$ cat src/rtl/idle_close_pkg.sv
package idle_close_pkg;

   typedef enum logic [1:0] {
      CLS_NONE = 2'd0,
      CLS_HIT  = 2'd1,
      CLS_MISS = 2'd2,
      CLS_CONF = 2'd3
   } cls_e;

   typedef enum logic [1:0] {
      ST_READY   = 2'd0,
      ST_PRE_ONE = 2'd1,
      ST_ACT     = 2'd2,
      ST_PRE_ALL = 2'd3
   } ctl_state_e;

   localparam logic [2:0] LIMIT_CODE_NEVER = 3'd5;

endpackage

$ cat src/rtl/ipc_limit_decode.sv
module ipc_limit_decode #(
   parameter int CNT_W    = 7,
   parameter int LIM_1    = 16,
   parameter int LIM_2    = 32,
   parameter int LIM_3    = 64,
   parameter int LIM_4    = 96,
   parameter int LIM_DFLT = 16
) (
   input  logic [2:0]       code,
   output logic [CNT_W-1:0] limit,
   output logic             never
);
   import idle_close_pkg::*;

   localparam int CNT_MAX = (1 << CNT_W) - 1;

   if (LIM_1 > CNT_MAX || LIM_2 > CNT_MAX || LIM_3 > CNT_MAX ||
       LIM_4 > CNT_MAX || LIM_DFLT > CNT_MAX) begin : g_bad_width
      $error("ipc_limit_decode: a limit does not fit in CNT_W bits");
   end

   always_comb begin
      never = 1'b0;
      unique case (code)
         3'd0:             limit = '0;
         3'd1:             limit = CNT_W'(LIM_1);
         3'd2:             limit = CNT_W'(LIM_2);
         3'd3:             limit = CNT_W'(LIM_3);
         3'd4:             limit = CNT_W'(LIM_4);
         LIMIT_CODE_NEVER: begin
            limit = CNT_W'(CNT_MAX);
            never = 1'b1;
         end
         default:          limit = CNT_W'(LIM_DFLT);
      endcase
   end

endmodule

$ cat src/rtl/ipc_idle_counter.sv
module ipc_idle_counter #(
   parameter int CNT_W = 7
) (
   input  logic             clk,
   input  logic             rst_n,
   input  logic             clear,
   input  logic             tick,
   input  logic [CNT_W-1:0] limit,
   output logic             reached
);
   logic [CNT_W-1:0] cnt_q;
   logic [CNT_W:0]   cnt_plus;

   assign cnt_plus = {1'b0, cnt_q} + 1'b1;
   // true on the idle cycle that completes the limit (limit 0: any idle cycle)
   assign reached  = tick && (cnt_plus >= {1'b0, limit});

   always_ff @(posedge clk) begin
      if (!rst_n) begin
         cnt_q <= '0;
      end else if (clear) begin
         cnt_q <= '0;
      end else if (tick && (cnt_q < limit)) begin
         cnt_q <= cnt_plus[CNT_W-1:0];
      end
   end

endmodule

$ cat src/rtl/ipc_bank_slot.sv
module ipc_bank_slot #(
   parameter int ROW_W = 14
) (
   input  logic             clk,
   input  logic             rst_n,
   input  logic             open_set,
   input  logic [ROW_W-1:0] open_row,
   input  logic             close,
   output logic             is_open,
   output logic [ROW_W-1:0] row
);
   always_ff @(posedge clk) begin
      if (!rst_n) begin
         is_open <= 1'b0;
         row     <= '0;
      end else if (close) begin
         is_open <= 1'b0;
      end else if (open_set) begin
         is_open <= 1'b1;
         row     <= open_row;
      end
   end

endmodule

$ cat src/rtl/idle_page_closer.sv
module idle_page_closer #(
   parameter int NUM_BANKS = 4,
   parameter int ROW_W     = 14,
   parameter int CNT_W     = 7,
   parameter int LIM_1     = 16,
   parameter int LIM_2     = 32,
   parameter int LIM_3     = 64,
   parameter int LIM_4     = 96,
   parameter int LIM_DFLT  = 16,
   localparam int BANK_W   = (NUM_BANKS > 1) ? $clog2(NUM_BANKS) : 1
) (
   input  logic                       clk,
   input  logic                       rst_n,
   input  logic                       req_valid,
   input  logic [BANK_W-1:0]          req_bank,
   input  logic [ROW_W-1:0]           req_row,
   output logic                       req_ready,
   input  logic [2:0]                 limit_sel,
   input  logic                       refresh_req,
   output logic                       cls_valid,
   output logic [1:0]                 cls_kind,
   output logic                       act_req,
   output logic [BANK_W-1:0]          act_bank,
   output logic [ROW_W-1:0]           act_row,
   input  logic                       act_ack,
   output logic                       pre_req,
   output logic                       pre_all,
   output logic [BANK_W-1:0]          pre_bank,
   input  logic                       pre_ack,
   output logic [NUM_BANKS-1:0]       bank_open,
   output logic [NUM_BANKS*ROW_W-1:0] bank_row
);
   import idle_close_pkg::*;

   if (NUM_BANKS < 2 || (1 << BANK_W) != NUM_BANKS) begin : g_bad_banks
      $error("idle_page_closer: NUM_BANKS must be a power of two, at least 2");
   end
   if (ROW_W < 1) begin : g_bad_row
      $error("idle_page_closer: ROW_W must be positive");
   end

   ctl_state_e              state_q, state_d;
   logic [BANK_W-1:0]       hold_bank_q;
   logic [ROW_W-1:0]        hold_row_q;
   logic                    refresh_pend;
   logic                    any_open;
   logic [ROW_W-1:0]        slot_row [NUM_BANKS];
   logic                    sel_open;
   logic                    sel_hit;
   logic                    accept;
   logic                    idle_tick;
   logic                    idle_reached;
   logic                    idle_fire;
   logic                    close_all_done;
   logic                    pend_clear;
   logic                    cnt_clear;
   logic [CNT_W-1:0]        limit_val;
   logic                    limit_never;
   logic [NUM_BANKS-1:0]    slot_set;
   logic [NUM_BANKS-1:0]    slot_close;

   // ---------------- per-bank open-row slots ----------------
   for (genvar b = 0; b < NUM_BANKS; b++) begin : g_slot
      assign slot_set[b]   = (state_q == ST_ACT) && act_ack &&
                             (hold_bank_q == BANK_W'(b));
      assign slot_close[b] = close_all_done ||
                             ((state_q == ST_PRE_ONE) && pre_ack &&
                              (hold_bank_q == BANK_W'(b)));

      ipc_bank_slot #(.ROW_W(ROW_W)) u_slot (
         .clk      (clk),
         .rst_n    (rst_n),
         .open_set (slot_set[b]),
         .open_row (hold_row_q),
         .close    (slot_close[b]),
         .is_open  (bank_open[b]),
         .row      (slot_row[b])
      );

      assign bank_row[b*ROW_W +: ROW_W] = slot_row[b];
   end

   assign any_open = |bank_open;

   // ---------------- limit decode and idle counting ----------------
   ipc_limit_decode #(
      .CNT_W    (CNT_W),
      .LIM_1    (LIM_1),
      .LIM_2    (LIM_2),
      .LIM_3    (LIM_3),
      .LIM_4    (LIM_4),
      .LIM_DFLT (LIM_DFLT)
   ) u_dec (
      .code  (limit_sel),
      .limit (limit_val),
      .never (limit_never)
   );

   assign req_ready      = (state_q == ST_READY) && !refresh_pend;
   assign accept         = req_valid && req_ready;
   assign idle_tick      = req_ready && !req_valid;
   assign close_all_done = (state_q == ST_PRE_ALL) && pre_ack;
   assign cnt_clear      = accept || close_all_done;

   ipc_idle_counter #(.CNT_W(CNT_W)) u_cnt (
      .clk     (clk),
      .rst_n   (rst_n),
      .clear   (cnt_clear),
      .tick    (idle_tick),
      .limit   (limit_val),
      .reached (idle_reached)
   );

   assign idle_fire = idle_reached && any_open && !limit_never;

   // ---------------- classification ----------------
   assign sel_open  = bank_open[req_bank];
   assign sel_hit   = sel_open && (slot_row[req_bank] == req_row);
   assign cls_valid = accept;

   always_comb begin
      cls_kind = CLS_NONE;
      if (accept) begin
         if (sel_hit)       cls_kind = CLS_HIT;
         else if (sel_open) cls_kind = CLS_CONF;
         else               cls_kind = CLS_MISS;
      end
   end

   // ---------------- refresh pending flag ----------------
   assign pend_clear = close_all_done ||
                       ((state_q == ST_READY) && refresh_pend && !any_open);

   always_ff @(posedge clk) begin
      if (!rst_n) begin
         refresh_pend <= 1'b0;
      end else begin
         refresh_pend <= (refresh_pend || refresh_req) && !pend_clear;
      end
   end

   // ---------------- control sequence ----------------
   always_comb begin
      state_d = state_q;
      unique case (state_q)
         ST_READY: begin
            if (accept) begin
               if (sel_hit)       state_d = ST_READY;
               else if (sel_open) state_d = ST_PRE_ONE;
               else               state_d = ST_ACT;
            end else if (refresh_pend) begin
               if (any_open) state_d = ST_PRE_ALL;
            end else if (idle_fire) begin
               state_d = ST_PRE_ALL;
            end
         end
         ST_PRE_ONE: if (pre_ack) state_d = ST_ACT;
         ST_ACT:     if (act_ack) state_d = ST_READY;
         ST_PRE_ALL: if (pre_ack) state_d = ST_READY;
         default:    state_d = ST_READY;
      endcase
   end

   always_ff @(posedge clk) begin
      if (!rst_n) begin
         state_q     <= ST_READY;
         hold_bank_q <= '0;
         hold_row_q  <= '0;
      end else begin
         state_q <= state_d;
         if (accept) begin
            hold_bank_q <= req_bank;
            hold_row_q  <= req_row;
         end
      end
   end

   assign act_req  = (state_q == ST_ACT);
   assign act_bank = hold_bank_q;
   assign act_row  = hold_row_q;
   assign pre_req  = (state_q == ST_PRE_ONE) || (state_q == ST_PRE_ALL);
   assign pre_all  = (state_q == ST_PRE_ALL);
   assign pre_bank = hold_bank_q;

endmodule

$ cat config.mk
export PLATFORM = sky130hd
export DESIGN_NAME = idle_page_closer
export DESIGN_NICKNAME = d
export VERILOG_FILES = /design/src/rtl/idle_close_pkg.sv /design/src/rtl/ipc_limit_decode.sv /design/src/rtl/ipc_idle_counter.sv /design/src/rtl/ipc_bank_slot.sv /design/src/rtl/idle_page_closer.sv
export SDC_FILE = /design/constraint.sdc
export NUM_CORES = 1
export LEC_CHECK = 0
export CELL_PAD_IN_SITES_DETAIL_PLACEMENT = 1
export CELL_PAD_IN_SITES_GLOBAL_PLACEMENT = 1
export CORE_MARGIN = 1
export CORE_UTILIZATION = 38
export DETAILED_ROUTE_END_ITERATION = 8
export PLACE_DENSITY = 0.91
export SETUP_SLACK_MARGIN = 0.4
export SYNTH_ARGS = -nofsm -noshare
export SYNTH_HDL_FRONTEND = slang
export SYNTH_SLANG_ARGS = --single-unit
export TNS_END_PERCENT = 20
$ cat constraint.sdc
create_clock -name clk -period 6.9 [get_ports clk]
set_input_delay 1.38 -clock clk [delete_from_list [all_inputs] [get_ports clk]]
set_output_delay 1.38 -clock clk [all_outputs]
set_load 0.005 [all_outputs]
# Word-level counts from Yosys, hierarchy flattened
# Index checks and enable logic that the tools add are counted.
# totals
regBits,86
inputBits,25
output_inout_bits,85
word_cells,109
# classes
n_addsub,1
order_cmp,4
eq_ne,16
mux,20
bitwise_logic,6
n_reduce_logical,49
# ops
operator,n
7-bit one-hot mux with 5 select lines,1
14-bit binary-select mux with 2-bit select,1
14-bit two-way mux,2
1-bit logical AND,22
2-bit two-way mux,11
14-bit == test,1
2-bit OR reduction,5
7-bit by 1-bit adder with 8-bit output (second input constant),1
2-bit == test (second input constant),4
8-bit by 7-bit greater-or-equal comparator with 1-bit output,1
1-bit logical OR,8
4-bit != test (second input constant),2
2-bit one-hot mux with 4 select lines,1
2-bit AND reduction,4
7-bit less-than comparator,1
3-bit by 2-bit == test with 1-bit output (second input constant),2
3-bit == test (second input constant),2
1-bit logical NOT,5
1-bit NOT,5
5-bit AND reduction,1
2-bit by 1-bit == test with 1-bit output (second input constant),2
2-bit logical NOT,2
2-bit by 1-bit != test with 1-bit output (second input constant),2
4-bit OR reduction,1
7 further kinds,9

# Longest topological paths before layout
# Gate-level depths: netlist of run 1.
# logic_depth
ltp_word,10
mapped_depth,12
depth_no_buf,12

# Modules after synthesis
# A second synthesis of run 1 with hierarchy kept.
# unflattened
hier_cells,521
hier_area_um2,4742.0
# modules_own_cells
mod,n_inst,cells_each,area_per_inst_um2,seq_area_each_um2
ipc_bank_slot,4,65,619.3,300.3
idle_page_closer,1,162,1438.9,380.4
ipc_idle_counter,1,87,753.2,140.1
ipc_limit_decode,1,12,72.6,0.0

# Worst setup path after synthesis of run 1
# Ideal clock, no wire load.
# synth_path
path_kind,input-to-output
startpoint,in req_bank[0]
endpoint,out cls_kind[1]
arrival_time_ns,2.747
path_slack_ns,2.773
stages,7
path_buffers,2
path_cell_list,buf_2 > buf_2 > mux4_2 > xnor2_1 > nand4_1 > nor4_2 > a21oi_1
# synth_between
elab_chain_cells,8
# synth_rtl
item,line_no,source
start: declaration,idle_page_closer.sv:15,"input logic [BANK_W-1:0] req_bank,"
2-bit NOT with 3-bit output (implied by the code),idle_page_closer.sv:118,assign sel_hit = sel_open && (slot_row[req_bank] == req_row);
14-bit binary-select mux with 2-bit select,idle_page_closer.sv:118,
14-bit two-way mux (implied by the code) (2 in series),idle_page_closer.sv:118,
14-bit == test,idle_page_closer.sv:118,
1-bit logical AND *,idle_page_closer.sv:118,
2-bit two-way mux *,idle_page_closer.sv:124,if (sel_hit) cls_kind = CLS_HIT;
2-bit two-way mux *,idle_page_closer.sv:123,if (accept) begin
end: declaration,idle_page_closer.sv:21,"output logic [1:0] cls_kind,"
# Every way passes the cells marked *; elsewhere a longest branch is shown, timed or not. The select of a mux whose other input is x is not followed.

# Final worst setup path of run 1
# Same ends and word-level chain as after synthesis.

==> results of run 1 <==
-- worst max-delay path, stage by stage --
cell,delay (ns)
clkdlybuf4s50_1,1.05
mux4_2,0.63
xnor2_1,0.20
nand4_1,0.16
nor4_2,0.42
a21oi_1,0.14
clkdlybuf4s50_1,0.49
-- power groups by stage --
stage / Combinational [uW] / Sequential [uW] / Clock [uW]
2_1_floorplan: 171 / 559 / 0
3_3_place_gp: 273 / 579 / 0
3_5_place_dp: 291 / 582 / 0
4_1_cts: 296 / 571 / 373
5_1_grt: 319 / 578 / 395
6_report: 297 / 572 / 374
-- registers in the layout, indices dropped and copies added (netlist names) --
name and cells:
refresh_pend 1, u_cnt.cnt_q 7, act_bank 2, act_row 14, state_q 2, g_slot.u_slot.row 56, g_slot.u_slot.is_open 4
-- layer usage --
metal	GRT usage [%]	up-vias	share of wire [%]
li1	-	1864	-
met1	31.4	2091	39
met2	49.7	166	52
met3	5.41	33	5.7
met4	13.3	0	2.7
met5	0	-	0
-- final cells by class --
class                           count  area [um2]  area share, %
Multi-Input combinational cell    369        2240           40.8
Sequential cell                    86        1720           31.3
Timing Repair Buffer              114        1130           20.5
Tap cell                          136         170           3.10
Clock buffer                       10         138           2.50
Clock inverter                      6        68.8           1.25
Inverter                            7        26.3          0.478
-- synthesized netlist by cell type (2+ instances only) --
cell type	number
nand2_1	158
dfxtp_1	86
a21oi_1	78
xnor2_1	23
clkbuf_1	22
nor2_1	19
ha_1	16
mux4_2	11
buf_2	6
buf_4	6
inv_1	6
nand3_1	6
nor3_1	6
and2_1	4
mux4_1	4
a211oi_1	3
nand4_1	3
nor2b_1	3
xor2_1	3
a21o_1	2
a311o_1	2
a311oi_1	2
a31oi_1	2
and3_1	2
buf_6	2
nor3b_1	2
o21ai_0	2
or2_2	2
-- cell families (layout without fill, tap and decap cells) --
kind of cell	Yosys count	in the layout	synth area share [%]
AOI/OAI and AO/OA	101	101	13.8
adders and majority gates	16	16	4.80
buffers and inverters	44	137	5.04
and+or+nand+nor	210	210	20.9
DFF	86	86	41.3
muxes	16	16	8.70
xor gates and xnor gates	26	26	5.46
-- final timing paths --
| path | from | endpoint | slack [ns] |
|---|---|---|---|
| max | req_bank[0] | cls_kind[1] | 1.04 |
| min | g_slot[1].u_slot.row[4]$_SDFFE_PN0P_ | g_slot[1].u_slot.row[4]$_SDFFE_PN0P_ | 0.49 |
| max reg2reg | u_cnt.cnt_q[0]$_SDFFE_PP0P_ | state_q[0]$_SDFFE_PN0P_ | 4.24 |
| min reg2reg | g_slot[1].u_slot.row[4]$_SDFFE_PN0P_ | g_slot[1].u_slot.row[4]$_SDFFE_PN0P_ | 0.49 |
-- stage by stage --
stage	hold slack, ns	setup slack [ns]	area [um2]	total power, uW
after floorplan	0.461	2.77	4170	730
after global placement	0.475	1.21	5290	852
after detailed placement	0.470	1.04	5290	873
after CTS	0.486	1.01	5500	1240
after global routing	0.514	0.822	5500	1290
final	0.489	1.04	5500	1240
==> flow_metrics.tcl, run 1 <==
set metrics [dict create \
    clkSinkCount 86 \
    synth_area_leaders "dfxtp_1 (41%), nand2_1 (14%), a21oi_1 (9.4%)" \
    die_x_um 107 \
    grt_max_degree 76 \
    cts_hold_buf 0 \
    drt_iter0_drc 211 \
    via_per_inst 5.71 \
    boundaryPins 110 \
    fin_skew_ns 0.0104 \
    vias 4154 \
    synthToLayoutAreaGrowth_pct 31.8 \
    ff2ff_path_depth 9 \
    dp_hpwl_um 10900 \
    yosys_warnings 0 \
    cts_root_buf "clkbuf_8" \
    setup_violations 0 \
    rsz0062_at_grt "false" \
    ant_nets 0 \
    gr-total-overflow 0 \
    fp.dieH_um 107 \
    clock_latency_ns 0.36 \
    leakagePower_uw 0.00188 \
    synthFlopType "dfxtp_1" \
    timing.final.crit_period_ns 5.86 \
    fillerInstances 1279 \
    diodes 0 \
    path_clk_slew_ns 0.08 \
    seqPwrFrac_pct 46.1 \
    postRouteWirelength_um 15500 \
    max-slew-margin-rel_pct 36.0 \
    clockBufferDepth 2 \
    power_density_nw_per_um2 226 \
    first_pass_iters 4 \
    htree_levels 3 \
    ys_types 46 \
    start_kind "input port" \
    tritoncts "done" \
    syn-num-nets 540 \
    hold_violations 0 \
    grt_pass1_vias 4514 \
    synth_seq_cells 86 \
    async_reset_ff_share_pct 0 \
    numCtsBuffers 9 \
    place.gp.congestion 0.846 \
    synth.avg_cell_area_um2 8.35 \
    initial_core_util_pct 39.8 \
    synth_cells 499 \
    cts_resized 0 \
    grt_util_all_layers_pct 27.7 \
    max_freq_ghz 0.171 \
    critPathKind "in -> out" \
    wl_per_cell_um 21.3 \
    required_ns 5.52 \
    setup_tns_ns 0 \
    drive_gt1_share_pct 6.76 \
    syn_area_um2 4170 \
    crit_path_end_kind "output port" \
    grt_pass1_wl_um 24000 \
    rows 37 \
    tightest_slew_ns 0.957 \
    synth_area_leader_cell "dfxtp_1" \
    p_sw_uw 407 \
    power_frac_comb_pct 23.9 \
    portBuffers 109 \
    hold_class "reg -> reg" \
    antenna_found_initial 0 \
    fin_cells 728 \
    core-area_um2 10500 \
    internal-power_uw 836 \
    status "finished, final reports clean" \
    fin_crit_sh_pct 85.0 \
    dpl.cell_count 712 \
    drc 0 \
    critPathMaxFanout 16 \
    maxCapViolCount 0 \
    layout_commonest_cell "nand2_1" \
    maxSlewViolCount 0 \
    clock_power_share_pct 30.1 \
    dieArea_um2 11400 \
    synth_edf_count 0 \
    nNetsFinal 628 \
    utilization_pct 52.5 \
    yosysSeqAreaShare_pct 41.3 \
    layout_common_cells "nand2_1 (158), clkdlybuf4s50_1 (109), dfxtp_1 (86), a21oi_1 (78), xnor2_1 (23)" \
    hold_depth 2 \
    vdd_drop_max_uv 108 \
    cts_setup_buffers 0 \
    switching_share_pct 32.8 \
    synth_top_area_share_pct 41.3 \
    crit_arrival_ns 4.48 \
]
Note: power is estimated with default switching activity, not from simulation.
==> run 2, diff against run 1 <==
CORE_UTILIZATION = 36   (was 38)
PLACE_DENSITY = 0.87   (was 0.91)
clock period = 6 ns   (was 6.9 ns; I/O delays follow)
==> flow_metrics.tcl, run 2 (synthesis gave the netlist of run 1 again) <==
set metrics [dict create \
    p_sw_uw 474 \
    crit_path_end_kind "output port" \
    clockBufferDepth 2 \
    path_clk_slew_ns 0.06 \
    multi_input_area_um2 2240 \
    grt_pass1_vias 4314 \
    start_kind "input port" \
    maxSlewViolCount 0 \
    whs_endpoint "g_slot[1].u_slot.row[3]$_SDFFE_PN0P_" \
    critPathMaxFanout 11 \
    wl_per_cell_um 21.0 \
    fin_cells 733 \
    pre_cts_slack_ns 0.657 \
    grt_max_degree 39 \
    vdd_drop_max_uv 165 \
    switching_share_pct 29.5 \
    cts_setup_buffers 0 \
    internal-power_uw 1130 \
    gr-total-overflow 0 \
    fp.dieH_um 110 \
    drive_gt1_share_pct 6.75 \
    hold_depth 2 \
    cts_root_buf "clkbuf_16" \
    drc 0 \
    power_frac_comb_pct 21.0 \
    layout_commonest_cell "nand2_1" \
    rsz0062_at_grt "false" \
    diodes 0 \
    via_per_inst 5.71 \
    fin_skew_ns 0.00497 \
    first_pass_iters 5 \
    tightest_slew_ns 0.891 \
    nNetsFinal 629 \
    ff2ff_path_depth 10 \
    dp_hpwl_um 10900 \
    drt_iter0_drc 265 \
    required_ns 4.80 \
    max-slew-margin-rel_pct 40.5 \
    r2r_slack_ns 3.40 \
    ant_nets 0 \
    setup_slack_ns 0.568 \
    vias 4182 \
    fillerInstances 1326 \
    clkSinkCount 86 \
    grt_util_all_layers_pct 26.9 \
    regMostFlops "g_slot.u_slot.row" \
    hold_violations 0 \
    critPathKind "in -> out" \
    setup_violations 0 \
    antenna_found_initial 0 \
    place.gp.congestion 0.859 \
    postRouteWirelength_um 15400 \
    reg2reg_from "u_cnt.cnt_q[0]$_SDFFE_PP0P_" \
    cts_hold_buf 0 \
    status "finished, final reports clean" \
    die_x_um 110 \
    rows 38 \
    hp-start "g_slot[1].u_slot.row[3]$_SDFFE_PN0P_" \
    portBuffers 109 \
    numCtsBuffers 9 \
    power_density_nw_per_um2 286 \
    cts_resized 0 \
    initial_core_util_pct 37.6 \
    setup_tns_ns 0 \
    clock_power_share_pct 37.9 \
    max_freq_ghz 0.184 \
    clock_latency_ns 0.34 \
    crit_arrival_ns 4.23 \
    boundaryPins 110 \
    grt_pass1_wl_um 23900 \
    hold_class "reg -> reg" \
    dpl.cell_count 717 \
    seq_area_um2 1720 \
    largest_reg_flops 56 \
    htree_levels 3 \
    fin_crit_sh_pct 90.5 \
    maxCapViolCount 0 \
    timing.final.crit_period_ns 5.43 \
    layout_common_cells "nand2_1 (158), clkdlybuf4s50_1 (109), dfxtp_1 (86), a21oi_1 (78), xnor2_1 (23)" \
    leakagePower_uw 0.00195 \
    dieArea_um2 12000 \
    seqPwrFrac_pct 41.1 \
    synthToLayoutAreaGrowth_pct 34.9 \
    core-area_um2 11100 \
    tritoncts "done" \
    r2r-end "state_q[0]$_SDFFE_PN0P_" \
]
==> run 2: changes by cell type in the layout (fill, tap and decap cells not counted), sizes merged <==
cell      delta
clkinvlp     -3
buf          +1
clkinv       +1
clkbuf       +1
bufinv       +1
==> run 2: per-layer routing <==
layer | vias up | track usage [%] | routed length, um
li1 | 1872 | - | -
met1 | 2072 | 34.4 | 6270
met2 | 199 | 45.6 | 7640
met3 | 39 | 5.33 | 1080
met4 | 0 | 8.76 | 422
met5 | - | 0 | 0
==> run 2: power by group through the flow <==
stage | Combinational [uW] | Sequential [uW] | Clock, uW
2_1_floorplan | 196 | 643 | 0
3_3_place_gp | 316 | 667 | 0
3_5_place_dp | 331 | 671 | 0
4_1_cts | 336 | 659 | 609
5_1_grt | 367 | 665 | 636
6_report | 338 | 660 | 609
==> run 2: area by class of cell <==
| type | instances | area share [%] |
|---|---|---|
| tap | 140 | 3.11 |
| multi-input combinational | 369 | 39.9 |
| sequential | 86 | 30.6 |
| clock inverter | 5 | 1.45 |
| inverter | 7 | 0.467 |
| clock buffer | 11 | 4.31 |
| timing repair buffer | 115 | 20.2 |
==> run 2: through the flow <==
| stage | total power (uW) | hold slack [ns] | utilization, % | cell area, um2 |
|---|---|---|---|---|
| 5_1_grt | 1670 | 0.505 | 50.8 | 5630 |
| 6_report | 1610 | 0.489 | 50.8 | 5630 |
| 4_1_cts | 1600 | 0.491 | 50.8 | 5630 |
| 3_5_place_dp | 1000 | 0.474 | 47.9 | 5300 |
| 2_1_floorplan | 839 | 0.461 | - | 4170 |
| 3_3_place_gp | 983 | 0.472 | 47.9 | 5300 |
==> run 2: worst max path at each step <==
stage | from | to | slack, ns | depth (start not counted)
after floorplan | req_bank[0] | cls_kind[1] | 2.23 | 7
after global placement | req_bank[1] | cls_kind[1] | 0.80 | 7
after detailed placement | req_bank[1] | cls_kind[1] | 0.66 | 8
after CTS | req_bank[1] | cls_kind[1] | 0.57 | 8
after global routing | req_bank[1] | cls_kind[1] | 0.46 | 7
final | req_bank[1] | cls_kind[1] | 0.57 | 8
==> run 2: worst max-delay path: stages <==
cell             delay (ns)
clkdlybuf4s50_1        0.92
buf_4                  0.29
mux4_2                 0.53
xnor2_1                0.23
nand4_1                0.14
nor4_2                 0.28
a21oi_1                0.14
clkdlybuf4s50_1        0.49
==> run 3, diff against run 2 <==
SLEW_MARGIN = 20   (was unset)
==> results of run 3 <==
The final DEF is identical to that of run 2; final timing and power are the same.
